<file path="src/rtl/acc_alu.sv">
module acc_alu (
  input  logic       clk,
  input  logic       rst_n,
  input  logic       exec,
  input  logic [4:0] op,
  input  logic [7:0] opnd,
  output logic [7:0] acc,
  output logic [7:0] breg,
  output logic       cy,
  output logic       ac,
  output logic       ov
);
  logic [7:0]  na, nb;
  logic        ncy, nac, nov;
  logic        cin;
  logic [8:0]  sum, dif;
  logic [4:0]  sum_lo, dif_lo;
  logic [15:0] prod;
  logic [8:0]  da_lo, da_hi;

  assign cin    = (op == 5'd4 || op == 5'd5) ? cy : 1'b0;
  assign sum    = {1'b0, acc} + {1'b0, opnd} + {8'd0, cin};
  assign sum_lo = {1'b0, acc[3:0]} + {1'b0, opnd[3:0]} + {4'd0, cin};
  assign dif    = {1'b0, acc} - {1'b0, opnd} - {8'd0, cin};
  assign dif_lo = {1'b0, acc[3:0]} - {1'b0, opnd[3:0]} - {4'd0, cin};
  assign prod   = 16'(acc) * 16'(breg);
  assign da_lo  = (acc[3:0] > 4'd9 || ac) ? {1'b0, acc} + 9'd6 : {1'b0, acc};
  assign da_hi  = (da_lo[7:4] > 4'd9 || cy || da_lo[8]) ? {1'b0, da_lo[7:0]} + 9'h060
                                                        : {1'b0, da_lo[7:0]};

  always_comb begin
    na = acc; nb = breg; ncy = cy; nac = ac; nov = ov;
    case (op)
      5'd1: na = opnd;
      5'd2: nb = opnd;
      5'd3, 5'd4: begin
        na = sum[7:0]; ncy = sum[8]; nac = sum_lo[4];
        nov = (acc[7] == opnd[7]) && (sum[7] != acc[7]);
      end
      5'd5: begin
        na = dif[7:0]; ncy = dif[8]; nac = dif_lo[4];
        nov = (acc[7] != opnd[7]) && (dif[7] != acc[7]);
      end
      5'd6: na = acc + 8'd1;
      5'd7: na = acc - 8'd1;
      5'd8: begin
        na = prod[7:0]; nb = prod[15:8]; ncy = 1'b0; nov = |prod[15:8];
      end
      5'd9: begin
        ncy = 1'b0;
        nov = (breg == 8'd0);
        if (breg != 8'd0) begin
          na = acc / breg;
          nb = acc % breg;
        end
      end
      5'd10: begin
        na = da_hi[7:0]; ncy = cy | da_lo[8] | da_hi[8];
      end
      5'd11: ncy = (acc < opnd);
      5'd12: na = acc & opnd;
      5'd13: na = acc | opnd;
      5'd14: na = acc ^ opnd;
      5'd15: na = ~acc;
      5'd16: na = {acc[6:0], acc[7]};
      5'd17: na = {acc[0], acc[7:1]};
      5'd18: begin na = {acc[6:0], cy}; ncy = acc[7]; end
      5'd19: begin na = {cy, acc[7:1]}; ncy = acc[0]; end
      5'd20: na = {acc[3:0], acc[7:4]};
      5'd21: ncy = 1'b1;
      5'd22: ncy = 1'b0;
      default: ;
    endcase
  end

  always_ff @(posedge clk or negedge rst_n) begin
    if (!rst_n) begin
      acc <= '0; breg <= '0; cy <= 1'b0; ac <= 1'b0; ov <= 1'b0;
    end else if (exec) begin
      acc <= na; breg <= nb; cy <= ncy; ac <= nac; ov <= nov;
    end
  end
endmodule

</file>
<file path="config.mk">
export PLATFORM = sky130hd
export DESIGN_NAME = acc_alu
export DESIGN_NICKNAME = d
export VERILOG_FILES = /design/src/rtl/acc_alu.sv
export SDC_FILE = /design/constraint.sdc
export NUM_CORES = 1
export LEC_CHECK = 0
export BUFFER_PORTS_ARGS = -buffer_cell sky130_fd_sc_hd__buf_2
export CAP_MARGIN = 10
export CORE_MARGIN = 1.5
export CORE_UTILIZATION = 30
export CTS_CLUSTER_DIAMETER = 40
export DETAILED_ROUTE_END_ITERATION = 6
export GPL_TIMING_DRIVEN = 0
export MAX_ROUTING_LAYER = met4
export PLACE_DENSITY = 0.55
export SLEW_MARGIN = 30
export SYNTH_ARGS = -nofsm -noshare
export SYNTH_HDL_FRONTEND = slang
export SYNTH_SLANG_ARGS = --single-unit
</file>
<file path="constraint.sdc">
create_clock -name clk -period 16.6 [get_ports clk]
set_input_delay 3.32 -clock clk [delete_from_list [all_inputs] [get_ports clk]]
set_output_delay 3.32 -clock clk [all_outputs]
set_load 0.02 [all_outputs]
</file>
# Word-level counts from Yosys, hierarchy flattened
# Cells that the tools add are included.
# totals
register_bits	19
latchBits	0
ram_bits	0
mem_bits_ro	0
out_inout_bits	19
mem_count	0
# classes
addsub	12
multipliers	1
div_mod_pow	2
magnitude_cmp	3
eq_ne	27
n_shift	0
mux	10
bitwise	6
n_reduce_logical	21
# ops
operator	count
case mux 8 bit (17 select lines)	1
== test 5 x 4 -> 1 bit, second input constant	8
== test 5 bit, second input constant	7
case mux 8 bit (3 select lines)	1
== test 5 x 3 -> 1 bit, second input constant	4
2-to-1 mux 9 bit	2
nonzero test 17 bit	1
multiplier 8 x 8 -> 16 bit	1
2-to-1 mux 8 bit	2
nonzero test 8 bit	2
== test 5 x 2 -> 1 bit, second input constant	2
adder 8 x 3 -> 9 bit, second input constant	1
adder 8 x 7 -> 9 bit, second input constant	1
adder 8 x 8 -> 9 bit	1
adder 9 x 1 -> 9 bit	1
subtractor 8 x 8 -> 9 bit	1
subtractor 9 x 1 -> 9 bit	1
adder 8 x 1 -> 8 bit, second input constant	1
bitwise AND 8 bit	1
divider 8 x 8 -> 8 bit	1
greater-than comparator 4 bit, second input constant	2
logical NOT 8 bit	1
less-than comparator 8 bit	1
remainder unit 8 x 8 -> 8 bit	1
27 further kinds	37

# Longest topological paths before layout
# logic_depth
word_depth	9
ltp_mapped	54
depth_no_buf	51

# Worst setup path after synthesis
# No wires, ideal clock.
# synth_timing
path_type	flip-flop to flip-flop
start	register breg[5]
end	register breg[3]
setup_time_ps	88
arrival_time_ps	10761
t_required_ps	16512
path_slack_ps	5750
stages_incl_launch_ff	52
path_buffers	3
synth_period_minus_slack_ps	10850
cell_sequence	dfrtp_1 buf_6 or3_1 buf_6 nor3_2 a21oi_1 a21oi_1 ha_1 or3_1 nand3_1 o2bb2ai_1 nor2_1 ha_1 o211ai_1 a2111oi_4 nor3_2 or2_2 ha_1 [... 16 more ...] ha_1 or2_2 a21oi_1 a21oi_1 a31oi_1 buf_4 nand2_1 o21ai_0 inv_1 fa_1 nand2b_1 a21oi_1 o311a_1 o31a_1 nor2_1 nor2_1 nand2_1 a41oi_1
# synth_via
elab_chain_cells	3
# synth_lines
item	line_no	rtl
start: declaration	8	output logic [7:0] breg,
start signal: assignment	80	acc <= na; breg <= nb; cy <= ncy; ac <= nac; ov <= nov;
remainder unit 8 x 8 -> 8 bit / nonzero test 8 bit (equally long branches)	54, 52	
2-to-1 mux 8 bit / != test 2 bit (equally long branches)	-	
case mux 8 bit (3 select lines) / AND reduction 3 bit (equally long branches)	-	
# Several ways; a longest one is shown, not always the timed one. The select of a mux whose other input is x is not followed.
# A chain may end at the register's enable or synchronous reset.

# Worst setup path in the final report
# layout_timing
start	register breg[5]
end	register breg[2]
# Same word-level chain as after synthesis.

==> metrics <==
status complete, no violations; hold depth 2; # fillers 2504; row count 56; Crit Path Max Fanout 10; sequential share of the synthesized area 0.06628; first-pass GRT wire length slightly below 40000 µm; Final #Nets ~1200; commonest non-fill, non-tap cell in the layout ha_1; Core Footprint around 23000 µm²; Setup violations, final 0; worst hold slack approximately 600 ps; RSZ-0062 raised after global routing no; initial antenna violation count 0; Mapped Area slightly above 7000 µm²; Setup Buffers After CTS 0; Arr. time, crit path 12930 ps; Hold Startpoint ov; FF-to-FF Start breg[5]; CP max stage cell a2111oi_4; GRT overflow 0; Setup Crit Path Kind flop to flop; Worst-Skew Late Latency roughly 280 ps; Top-Level Pins 35; Req. time, crit path 16780 ps; Final min period roughly 13000 ps; Final ANT Viol Nets 0; DR pass1 iterations 5; r2r setup slk between 3000 and 4000 ps; Post-CTS Hold Buffers 0; crit-path max cell delay 630 ps; Cells after Synth ~940; Initial Util 0.3056; startpoint types flop; Clock transition at path regs about 80 ps; vias per cell ~5.6; HPWL after detailed placement 20650 µm; Die X around 160 µm; Final Hold Vio Count 0; H-tree depth 1; total track usage 0.2182; final WL 25990 µm; ANT cells 0; Yosys cell types 85; drt initial violations approximately 730; maxcap violations 0; via count a little over 7000; fin crit share 0.7676; Place WS roughly 4000 ps; Num Clock Sinks 19; Setup TNS 0 ps; setup ws final 3857 ps; per-cell routed wire length 20.12 µm; Async S/R FF share, synth 1.000; number of buffers added on ports 33; routability cong. 0.9386; commonest cells after routing, fill and taps aside ha_1 (123), nor2_1 (104), nand2_1 (91), inv_1 (89), a21oi_1 (58); yosys warns 0; CTS root buf clkbuf_16; vias in the first global route roughly 6800; clock buffer depth 2; f_max around 0.078 GHz; layout cells sized above 1 0.08119; Post-CTS Resized 0; fin cells approximately 1300; Min-Delay Path Class flop to flop; FF+latch count, synth 19; Slew Viols, Final 0; Mean Syn Cell Area 7.664 µm²; worst slew pin tran approximately 870 ps; Worst Setup End Kind flop; worst r2r dst breg[2]; Hold Path End ov; die footprint 24850 µm²; Rel. slew slack 0.4172; die height approximately 160 µm; CTS tree built; largest net degree at the start of global routing 20; DRC errors left 0; Synth Flop Type dfrtp_1; Num CTS Buffers 3; reg2reg path depth 52; EDFF count, synth 0; area delta synth->final 9.192%; clock skew about 16 ps; dpl cells 1288; syn nets 1117
[worst max-delay path: cells and delay by family (launching register included)]
family                   cells  cell delay [ps]
AO/OA/AOI/OAI               23             5310
adder cells (fa/ha/maj)      7             2160
buffers and inverters        5              690
flip-flops                   1              380
AND/OR/NAND/NOR             17             4100
[state kept, by name (all words and copies together), names as in the netlist]
signal  flops
cy          1
acc         8
ac          1
ov          1
breg        8
[synth_stat cells (15+ instances only)]
cell / n / share of area
a21oi_1: 58 / 0.040
clkbuf_1: 29 / 0.015
dfrtp_1: 19 / 0.066
fa_1: 42 / 0.12
ha_1: 123 / 0.21
inv_1: 89 / 0.047
nand2_1: 91 / 0.048
nor2_1: 104 / 0.054
nor3_1: 23 / 0.016
o21a_1: 15 / 0.016
o21ai_0: 40 / 0.028
xnor2_1: 39 / 0.048
[cell families after synthesis]
group                      count (synthesis)  share of synthesized area
and+or+nand+nor                          299                     0.1931
xor gates and xnor gates                  52                    0.06349
adders and majority gates                165                     0.3318
AOI/OAI and AO/OA                        257                     0.2541
muxes                                     13                    0.01936
buffers and inverters                    131                    0.07186
DFF                                       19                    0.06628
[worst max-delay path by stage]
stage	start	endpoint	slack, ps	depth (start not counted)
after floorplan	breg[5]	breg[3]	5750	51
after global placement	breg[0]	breg[2]	4000	50
after detailed placement	breg[5]	breg[2]	3950	52
after CTS	breg[5]	breg[2]	3910	52
after global routing	breg[5]	breg[7]	2940	52
final	breg[5]	breg[2]	3860	52
[per-layer routing]
metal  part of all wire  GRT usage  up-vias
met5                  0          -        -
met4              0.034    0.07996        0
met3              0.077    0.02135       54
met2               0.46     0.3498      307
met1               0.43     0.2848     3431
li1                   -          -     3404
[through the flow]
stage               area [µm²]    util
detailed placement        7747  0.3301
CTS                       7828  0.3335
finish                    7833  0.3337
global placement          7737  0.3296
global route              7833  0.3337
floorplan                 7173       -
[cell type report]
class	instances	area, µm²	area share
repair buffers	33	165.2	0.02109
inverters	93	349.1	0.04457
clock buffers	3	75.07	0.009585
clock inverters	1	5.005	0.0006390
well taps	319	399.1	0.05096
flip-flops and latches	19	475.5	0.06070
multi-input cells	786	6197	0.7912
plain buffers	38	166.4	0.02125
Power is not shown: default switching activity piles up to over one toggle a cycle in this logic, so the estimate is an artifact.
